--- src/rtl/sdram_refresh_sched.sv ---
module sdram_refresh_sched #(
  parameter int CLK_PS  = 10000,
  parameter int REFI_PS = 15_625_000,
  parameter int TRP_PS  = 20000,
  parameter int TRC_PS  = 60000,
  parameter int OWE_MAX = 8,
  parameter int BANKS   = 4,
  localparam int BA_W   = $clog2(BANKS)
)(
  input  logic            clk,
  input  logic            rst_n,
  input  logic            refresh_en,
  input  logic [BANKS-1:0] banks_open,
  input  logic            grant,
  output logic            req,
  output logic            req_urgent,
  output logic            cs_n,
  output logic            ras_n,
  output logic            cas_n,
  output logic            we_n,
  output logic            cke,
  output logic            a10,
  output logic [BA_W-1:0] ba
);

  localparam int REFI_CYC = REFI_PS / CLK_PS;
  localparam int TRP_CYC  = (TRP_PS + CLK_PS - 1) / CLK_PS;
  localparam int TRC_CYC  = (TRC_PS + CLK_PS - 1) / CLK_PS;
  localparam int TMR_W    = $clog2(REFI_CYC);
  localparam int OWE_W    = $clog2(OWE_MAX + 1);
  localparam int WAIT_MAX = (TRC_CYC > TRP_CYC) ? TRC_CYC : TRP_CYC;
  localparam int WAIT_W   = $clog2(WAIT_MAX + 1);

  typedef enum logic [2:0] {S_IDLE, S_PRE, S_WRP, S_REF, S_WRC} st_t;

  st_t               st, st_n;
  logic [WAIT_W-1:0] wcnt, wcnt_n;
  logic [TMR_W-1:0]  tmr;
  logic [OWE_W-1:0]  owed, owed_n;
  logic              cke_q;
  logic              tick, dec;

  assign tick = refresh_en && (tmr == '0);
  assign dec  = (st == S_REF);

  always_ff @(posedge clk) begin
    if (!rst_n || !refresh_en) tmr <= TMR_W'(REFI_CYC - 1);
    else if (tmr == '0)        tmr <= TMR_W'(REFI_CYC - 1);
    else                       tmr <= tmr - 1'b1;
  end

  always_comb begin
    owed_n = owed;
    if (tick && !dec) begin
      if (owed != OWE_W'(OWE_MAX)) owed_n = owed + 1'b1;
    end else if (!tick && dec) begin
      owed_n = owed - 1'b1;
    end
  end

  always_comb begin
    st_n   = st;
    wcnt_n = wcnt;
    case (st)
      S_IDLE: if (grant && owed != '0) st_n = (|banks_open) ? S_PRE : S_REF;
      S_PRE: begin
        if (TRP_CYC > 1) begin
          st_n   = S_WRP;
          wcnt_n = WAIT_W'(TRP_CYC - 2);
        end else st_n = S_REF;
      end
      S_WRP: begin
        if (wcnt == '0) st_n = S_REF;
        else            wcnt_n = wcnt - 1'b1;
      end
      S_REF: begin
        if (TRC_CYC > 1) begin
          st_n   = S_WRC;
          wcnt_n = WAIT_W'(TRC_CYC - 2);
        end else st_n = (grant && owed_n != '0) ? S_REF : S_IDLE;
      end
      S_WRC: begin
        if (wcnt == '0) st_n = (grant && owed_n != '0) ? S_REF : S_IDLE;
        else            wcnt_n = wcnt - 1'b1;
      end
      default: st_n = S_IDLE;
    endcase
  end

  always_ff @(posedge clk) begin
    if (!rst_n) begin
      st    <= S_IDLE;
      wcnt  <= '0;
      owed  <= '0;
      cke_q <= 1'b0;
    end else begin
      st    <= st_n;
      wcnt  <= wcnt_n;
      owed  <= owed_n;
      cke_q <= 1'b1;
    end
  end

  assign req        = (st != S_IDLE) || (owed != '0);
  assign req_urgent = (owed == OWE_W'(OWE_MAX));
  assign cs_n       = (st == S_IDLE);
  assign ras_n      = !(st == S_PRE || st == S_REF);
  assign cas_n      = (st != S_REF);
  assign we_n       = (st != S_PRE);
  assign a10        = (st == S_PRE);
  assign cke        = cke_q;
  assign ba         = '0;

endmodule

--- config.mk ---
export PLATFORM = sky130hd
export DESIGN_NAME = sdram_refresh_sched
export DESIGN_NICKNAME = d
export VERILOG_FILES = /design/src/rtl/sdram_refresh_sched.sv
export SDC_FILE = /design/constraint.sdc
export NUM_CORES = 1
export LEC_CHECK = 0
export CORE_UTILIZATION = 35
export CTS_CLUSTER_DIAMETER = 50
export DETAILED_ROUTE_END_ITERATION = 10
export GPL_TIMING_DRIVEN = 0
export PLACE_DENSITY = 0.54
export SETUP_SLACK_MARGIN = 0.4
export SYNTH_ARGS = -nofsm -noshare
export SYNTH_HDL_FRONTEND = slang
export SYNTH_SLANG_ARGS = --single-unit
--- constraint.sdc ---
create_clock -name clk -period 3.5 [get_ports clk]
set_input_delay 0.525 -clock clk [delete_from_list [all_inputs] [get_ports clk]]
set_output_delay 0.525 -clock clk [all_outputs]
set_load 0.01 [all_outputs]
==> results of run 1 <==
## synth_stat cells (all sizes together)
cell / count / share of area, %
nand2b: 4 / 2.4
inv: 10 / 2.7
o21ai: 4 / 1.7
or3: 1 / 0.46
buf: 5 / 2.5
dfxtp: 22 / 32
o211a: 1 / 0.73
o21a: 1 / 0.55
a2111oi: 1 / 2.0
mux2: 4 / 3.6
and2: 2 / 0.91
nand2: 17 / 4.6
o211ai: 2 / 1.5
mux2i: 3 / 2.2
or2: 2 / 0.91
o41ai: 1 / 0.64
nor4: 1 / 1.5
nand4: 3 / 2.5
and3b: 1 / 0.64
conb: 1 / 0.27
nor3: 7 / 2.5
xor2: 7 / 4.5
a31oi: 2 / 0.91
nor2: 24 / 6.7
or4: 1 / 0.55
ha: 6 / 5.5
a211oi: 2 / 1.1
and3: 2 / 1.4
nor4b: 2 / 2.8
clkbuf: 2 / 0.55
nor2b: 1 / 0.46
a21oi: 4 / 1.5
nor3b: 2 / 1.1
nand3: 4 / 1.5
nand3b: 1 / 1.5
xnor2: 5 / 3.2
## cells by family after synthesis
logic type	count (synthesis)
compound gates	18
xor+xnor	12
fa+ha+maj	6
buf+inv	17
flops	22
mux	7
other cells	1
simple gates	75
## worst max-delay path, cell delays in order, from the launching register on
cell	delay, ns
dfxtp_1	0.46
inv_1	0.12
ha_1	0.28
nand2b_1	0.14
nor2_1	0.05
nand2_1	0.07
clkdlybuf4s50_1	0.52
## state kept, by name (all words and copies together), names as in the netlist
| register | count |
|---|---|
| cke | 1 |
| owed | 4 |
| st | 3 |
| tmr | 11 |
| wcnt | 3 |
## per-layer routing
layer	track usage, %	vias up
met5	0	-
met4	3.333	0
met3	3.345	2
met2	23.29	18
met1	16.44	494
li1	-	573
## final timing paths
path,start,to,slack [ns],cells after the start
worst max-delay path,owed[0],req,1.08,6
worst min-delay path,tmr[0],tmr[0],0.42,1
worst max register to register,owed[0],st[1],1.49,8
worst min register to register,tmr[0],tmr[0],0.42,1
## power breakdown
| part | leakage, nW | switching [W] | internal [W] |
|---|---|---|---|
| clock network | 0.0357 | 0.0000821 | 0.000153 |
| logic | 0.468 | 0.0000431 | 0.0000467 |
| registers | 0.178 | 0.00000561 | 0.000256 |
| total | 0.682 | 0.000131 | 0.000455 |
## layout make-up
class	instances	share of cell area (%)
flip-flops and latches	22	26.55
multi-input cells	120	51.66
plain buffers	7	2.564
clock buffers	3	2.489
clock inverters	1	1.810
repair buffers	15	9.050
inverters	10	2.262
well taps	48	3.620
## stage by stage
| step | power, W | utilization (%) | std cells | area, um2 | hold WS [ns] |
|---|---|---|---|---|---|
| 5_1_grt | 0.0006164 | 44.65 | 226 | 1659 | 0.4479 |
| 4_1_cts | 0.0005948 | 44.65 | 226 | 1659 | 0.4247 |
| 3_3_place_gp | 0.0003561 | 42.73 | 222 | 1588 | 0.3899 |
| 3_5_place_dp | 0.0003578 | 42.73 | 222 | 1588 | 0.4050 |
| 2_1_floorplan | 0.0003214 | - | 159 | 1378 | 0.3707 |
| 6_report | 0.0005861 | 44.65 | 226 | 1659 | 0.4152 |
==> metrics.yaml, run 1 <==
status: "finished clean"
drt_iter0_drc: 41
cp.required_ns: 2.97
area_growth_syn_to_layout_pct: 20.76
drt_first_pass_iters: 4
num_vias: 1087
worstMarginPinSlew_ns: 0.5043
post_drt_via_cell_ratio: 4.810
clock-sinks: 22
cts_tree: "done"
postCtsSetupBuffers: 0
n_antenna_cell: 0
postRouteAntennaNets: 0
setup_viol: 0
dp_worst_setup_slack_ns: 0.9326
vdd_drop_max_mv: 0.2262
dieArea_um2: 4180
synth.ff_latch_count: 22
core-area_um2: 3716
fp.dieW_um: 64.65
cts_resized: 0
synth.area.mux_share_pct: 5.738
fin_nets: 193
layout-drive-gt1-share_pct: 14.04
final_common_cell: "nor2_1"
synth_compound_area_share_pct: 10.56
io_pins: 18
leakage_nw: 0.6819
synth-simple-area-share_pct: 32.42
p_per_area_nw_per_um2: 353.3
postRouteWirelength_um: 2583
cts_made_buffers: 3
grt_pass1_wl_um: 4374
syn-instance-count: 158
hold_viol_final: 0
place_congestion: 0.7524
grt_pass1_vias: 1011
timing.final.crit_share_pct: 69.18
arrival_ns: 1.90
maxSlewHeadroom_pct: 66.31
dp_hpwl_um: 2017
fill_cells: 365
synth_xor_area_share_pct: 7.650
cts-root-buf: "clkbuf_8"
yosys.cell_types.count: 47
grt_max_degree: 14
synth_top_family_by_area: "simple AND/OR/NAND/NOR gates"
netlist_area_um2: 1374
hold_buffers: 0
cts.htree.levels: 1
overflow: 0
ys_warn_count: 0
fin_ws_ns: 1.079
hp-class: "flip-flop to flip-flop"
die_h_um: 64.65
path_class: "flip-flop to output pin"
synth_fa_ha_area_share_pct: 5.464
clock_latency_ns: 0.26
tns_ns: 0
port_buffers: 15
grt_util_all_layers_pct: 13.42
seq_area_frac_synth_pct: 32.06
fin_skew_ns: 0.001548
final_cell_mix: "nor2_1 (23), dfxtp_1 (22), nand2_1 (17)"
drv_cap: 0
dr_wl_met2_um: 1234
top_layer: "met4"
drv_slew: 0
fmax_mhz: 413.0
clk_pin_slew_worst_paths_ns: 0.08
antenna_found_initial: 0
initial_core_util_pct: 36.97
wl_met3_um: 91
drc: 0
period_needed_ns: 2.421
wl_per_cell_um: 11.43
cp-start-kind: "flip-flop"
multi_input_area_um2: 857.1
clock_path_buffers: 2
seqCellArea_um2: 440.4
endpoint_kind: "output pin"
path_max_fanout: 8
syn_area_per_cell_um2: 8.695
rsz0062_at_grt: "false"
rows: 22
wl_met1_um: 1237
No activity file was read; power rests on OpenSTA's default activity.
==> inputs of run 2 (changes only) <==
clock period = 2.4 ns   (was 3.5 ns; I/O delays follow)
==> run 2 against run 1 <==
Die area is the same. Via count grew 2.8%. Design area grew 7.0%. Sequential share of layout area shrank 1.2 points. Combinational power grew 56%. Setup slack lost 0.62 ns. Clock skew is essentially flat. Flip-flop and latch count is the same. Total power grew 48%. Register-to-register slack lost 1.0 ns. Worst hold slack is essentially flat.
==> metrics.yaml, run 2 (synthesis results as in run 1) <==
status: "finished clean"
clock_path_buffers: 2  # unchanged
final_cell_mix: "nor2_1 (23), dfxtp_1 (19), nand2_1 (17)"
timing.final.crit_share_pct: 80.76
drc: 0  # unchanged
finalHoldWorstSlack_ns: 0.4155  # +0.0002680 ns
hp-class: "flip-flop to flip-flop"
registers.top_by_ff_count: "tmr"
drt_first_pass_iters: 4  # unchanged
multi_input_area_um2: 915.9  # +6.9%
postRouteWirelength_um: 2703  # +4.6%
largest_reg_flops: 11  # unchanged
setup_viol: 0  # unchanged
dr_wl_met2_um: 1301  # +5.4%
drv_slew: 0  # unchanged
fill_cells: 359  # -1.6%
layout-drive-gt1-share_pct: 24.46  # +10 points
p_per_area_nw_per_um2: 487.6  # +38%
clk_pin_slew_worst_paths_ns: 0.08  # about the same
fmax_mhz: 515.9
crit_start: "refresh_en"
cts.htree.levels: 1  # unchanged
dieArea_um2: 4180  # unchanged
area_growth_syn_to_layout_pct: 29.23
tns_ns: 0  # unchanged
grt_pass1_vias: 1032  # +2.1%
period_needed_ns: 1.938
cts-root-buf: "clkbuf_8"
dp_hpwl_um: 2017  # unchanged
grt_max_degree: 14  # unchanged
hold_buffers: 0  # unchanged
cp.required_ns: 2.54  # -0.43 ns
post_drt_via_cell_ratio: 4.815  # +0.10%
path_class: "input pin to flip-flop"
port_buffers: 15  # unchanged
postRouteAntennaNets: 0  # unchanged
rows: 22  # unchanged
reg.largest.list: "tmr x11, owed x4"
clock_latency_ns: 0.26  # about the same
drv_cap: 0  # unchanged
reg2reg_from: "tmr[0]"
top_layer: "met4"
endpoint_kind: "flip-flop"
antenna_found_initial: 0  # unchanged
drt_iter0_drc: 52  # +27%
ff2ff_setup_slack_ns: 0.49  # -1.00 ns
io_pins: 18  # unchanged
fp.dieW_um: 64.65  # unchanged
leakage_nw: 0.7516  # +10%
num_vias: 1117  # +2.8%
seqCellArea_um2: 449.2  # +2.0%
wl_met1_um: 1280  # +3.5%
final_common_cell: "nor2_1"
fin_nets: 199  # +3.1%
wl_met3_um: 97  # +6.6%
cts_tree: "done"
fin_skew_ns: 0.001111  # -0.0004369 ns
worstRegToRegCells: 9  # +1
reg2reg_to: "st[1]"
grt_pass1_wl_um: 4450  # +1.7%
place_congestion: 0.7524  # unchanged
vdd_drop_max_mv: 0.3333  # +47%
utilization_pct: 47.78  # +3.1 points
rsz0062_at_grt: "true"
wl_per_cell_um: 11.65  # +1.9%
grt_util_all_layers_pct: 13.64  # +0.22 points
arrival_ns: 2.08  # +0.18 ns
path_max_fanout: 6  # -2
clock-sinks: 22  # unchanged
cts_made_buffers: 3  # unchanged
initial_core_util_pct: 36.97  # unchanged
cp-start-kind: "input pin"
hold_viol_final: 0  # unchanged
overflow: 0  # unchanged
die_h_um: 64.65  # unchanged
core-area_um2: 3716  # unchanged
n_antenna_cell: 0  # unchanged
cp-endpoint: "st[1]"
==> run 2: how the worst min path moves through the flow <==
| stage | cells after the start | start | to | slack (ns) |
|---|---|---|---|---|
| after floorplan | 1 | tmr[0] | tmr[0] | 0.37 |
| after global placement | 1 | tmr[0] | tmr[0] | 0.39 |
| after detailed placement | 1 | tmr[0] | tmr[0] | 0.41 |
| after CTS | 1 | tmr[0] | tmr[0] | 0.42 |
| after global routing | 1 | tmr[0] | tmr[0] | 0.44 |
| final | 1 | tmr[0] | tmr[0] | 0.42 |
==> run 2: routing by layer <==
| metal | track usage, % | up-vias |
|---|---|---|
| li1 | - | 582 |
| met1 | 16.65 | 517 |
| met2 | 23.82 | 16 |
| met3 | 3.345 | 2 |
| met4 | 3.333 | 0 |
| met5 | 0 | - |
==> run 2: metrics by stage <==
stage / instance area (um2) / total power [W] / std cells / worst slack, ns
after floorplan: 1378 / 0.0004687 / 159 / 0.5378
after global placement: 1588 / 0.0005193 / 222 / 0.02703
after detailed placement: 1588 / 0.0005218 / 222 / -0.002435
after CTS: 1692 / 0.0008752 / 226 / 0.3529
after global routing: 1775 / 0.0009096 / 232 / 0.3638
final: 1775 / 0.0008656 / 232 / 0.4617
==> run 2: layout make-up <==
class                      count  share of cell area [%]
buffer                         7                   2.537
multi-input combinational    120                   51.59
inverter                      10                   2.114
sequential                    22                   25.30
clock buffer                   3                   2.326
timing repair buffer          21                   11.06
tap                           48                   3.383
clock inverter                 1                   1.691
==> run 2: power breakdown <==
group          total (W)  internal [W]  switching (W)
Clock           0.000343      0.000223       0.000121
Sequential      0.000382      0.000373     0.00000867
Combinational   0.000140     0.0000736      0.0000667
==> run 2: critical path, cell delays in order <==
cell             delay (ns)
clkdlybuf4s50_1        0.48
nor3b_4                0.25
nand4_4                0.19
mux2i_2                0.21
nor4b_2                0.31
nand2b_4               0.20
o211ai_2               0.08
==> run 2: timing repair <==
action | in CTS | in global routing
buffers inserted | 0 | 6
resized for setup | 13 | 12
pin swaps | 0 | 5
endpoints found under the setup margin | 7 | 4
==> inputs of run 3 (changes only) <==
clock period = 1.8 ns   (was 2.4 ns; I/O delays follow)
==> run 3 against run 2 <==
The flow now finishes with violations (negative setup slack). Count of clock-buffer cells in the layout grew 1. Global-route usage grew 2.0 points. Flip-flop and latch count is the same. Non-clock buffer count grew 21. Sequential share of layout area shrank 3.1 points. Largest power group unchanged.
==> metrics.yaml, run 3 (synthesis results as in run 1) <==
fp.dieW_um: 64.65  # unchanged
fin_area_um2: 2049  # +15%
drt_first_pass_iters: 4  # unchanged
vdd_drop_max_mv: 0.3290  # -1.3%
final_common_cell: "buf_4"
die_h_um: 64.65  # unchanged
violations: "negative setup slack"
fin_ws_ns: -0.08731  # -0.5490 ns
num_vias: 1238  # +11%
intPower_w: 0.0007897  # +18%
n_antenna_cell: 0  # unchanged
grt_max_degree: 13  # -1
path_max_fanout: 4  # -2
timing.final.crit_share_pct: 104.9
fill_cells: 363  # +1.1%
clock_latency_ns: 0.26  # about the same
fin_nets: 220  # +11%
clock_path_buffers: 2  # unchanged
seq_power_share_pct: 47.4  # +3.3 points
period_needed_ns: 1.887
hold_buffers: 0  # unchanged
drv_slew: 0  # unchanged
dp_hpwl_um: 2089  # +3.6%
rows: 22  # unchanged
status: "finished with violations"
fmax_mhz: 529.9
reg.largest.list: "tmr x11, owed x4"
area_growth_syn_to_layout_pct: 49.18
io_pins: 18  # unchanged
arrival_ns: 2.03  # -0.05 ns
post_drt_via_cell_ratio: 4.893  # +1.6%
dp_worst_setup_slack_ns: -0.4470  # -0.4446 ns
clock_power_share_pct: 29.6  # -10 points
endpoint_kind: "flip-flop"
cp-start-kind: "flip-flop"
postRouteAntennaNets: 0  # unchanged
p_per_area_nw_per_um2: 521.0  # +6.9%
core-area_um2: 3716  # unchanged
grt_pass1_wl_um: 5126  # +15%
cts-root-buf: "clkbuf_8"
hp-class: "flip-flop to flip-flop"
path_class: "flip-flop to flip-flop"
hold_viol_final: 0  # unchanged
grt_util_all_layers_pct: 15.69  # +2.0 points
fin_skew_ns: 0.005469  # +0.004358 ns
registers.top_by_ff_count: "tmr"
cts_tree: "done"
drv_cap: 0  # unchanged
clk_pin_slew_worst_paths_ns: 0.08  # about the same
finalHoldWorstSlack_ns: 0.5287  # +0.1132 ns
dieArea_um2: 4180  # unchanged
grt_pass1_vias: 1187  # +15%
switching_power_w: 0.0002781  # +42%
port_buffers: 15  # unchanged
wl_per_cell_um: 12.57  # +7.9%
design_power_total_w: 0.001068  # +23%
rsz0062_at_grt: "true"
place_congestion: 0.7464  # -0.80%
cts.htree.levels: 1  # unchanged
utilization_pct: 55.15  # +7.4 points
setup_viol: 3  # +3
cts_made_buffers: 3  # unchanged
final_cell_mix: "buf_4 (24), nand2_1 (17), nor2_1 (16)"
switching_share_pct: 26.05  # +3.4 points
initial_core_util_pct: 36.97  # unchanged
leakage_nw: 0.8788  # +17%
place_area_um2: 1633  # +2.8%
pwr-share-comb_pct: 23.0  # +6.8 points
postRouteWirelength_um: 3181  # +18%
largest_reg_flops: 11  # unchanged
clock-sinks: 22  # unchanged
layout-drive-gt1-share_pct: 47.32  # +23 points
overflow: 0  # unchanged
antenna_found_initial: 0  # unchanged
drc: 0  # unchanged
drt_iter0_drc: 43  # -17%
cp.required_ns: 1.95  # -0.59 ns
-- run 3: cell types whose count changed in the layout (fill, tap and decap cells not counted), moves of 3 or more --
cell / previous run / this run
inv_1: 7 / 3
buf_6: 0 / 12
buf_4: 11 / 24
dfxtp_2: 1 / 6
nor2_2: 1 / 6
inv_2: 3 / 6
dfxtp_1: 19 / 14
nor2_1: 23 / 16
clkdlybuf4s50_1: 10 / 7
-- run 3: power by group through the flow --
stage / Combinational (W) / Sequential [W] / Clock, W
2_1_floorplan: 0.000118 / 0.000519 / 0
6_report: 0.000245 / 0.000507 / 0.000316
3_5_place_dp: 0.000189 / 0.000521 / 0
3_3_place_gp: 0.000186 / 0.000520 / 0
5_1_grt: 0.000265 / 0.000508 / 0.000350
4_1_cts: 0.000227 / 0.000506 / 0.000321
-- run 3: layout make-up --
class | instances | area [um2] | share of cell area, %
sequential | 22 | 455.4 | 22.22
buffer | 7 | 73.82 | 3.602
inverter | 10 | 40.04 | 1.954
tap | 48 | 60.06 | 2.930
timing repair buffer | 42 | 361.6 | 17.64
clock buffer | 4 | 45.04 | 2.198
multi-input combinational | 120 | 1013 | 49.45
-- run 3: per-layer routing --
layer | global-route usage, % | wire length (um) | vias up
li1 | - | - | 626
met1 | 19.44 | 1438 | 590
met2 | 27.76 | 1611 | 17
met3 | 2.113 | 94 | 5
met4 | 5.000 | 36 | 0
met5 | 0 | 0 | -
-- run 3: final timing paths --
path	slack (ns)	cells after the start	from	end
worst max-delay path	-0.09	8	tmr[0]	st[1]
worst min-delay path	0.53	2	wcnt[2]	wcnt[2]
worst max register to register	-0.09	8	tmr[0]	st[1]
worst min register to register	0.53	2	wcnt[2]	wcnt[2]
-- run 3: repair_timing --
action | in CTS | in global routing
hold endpoints to repair | 0 | 0
endpoints found under the setup margin | 26 | 23
pin swaps | 11 | 15
resized for setup | 49 | 28
setup buffers | 21 | 6
-- run 3: critical path, cell delays in order, from the launching register on --
cell      delay (ns)
dfxtp_2         0.34
inv_2           0.07
ha_4            0.12
nor4b_4         0.29
and3_4          0.30
nor3_1          0.09
nor4b_4         0.30
nand2b_4        0.19
o211ai_2        0.07
-- run 3: per-stage QoR --
| stage | setup TNS [ns] | std cells |
|---|---|---|
| floorplan | 0 | 159 |
| global placement | -1.833 | 222 |
| detailed placement | -1.728 | 222 |
| CTS | -0.1989 | 247 |
| global route | -0.6067 | 253 |
| finish | -0.1713 | 253 |
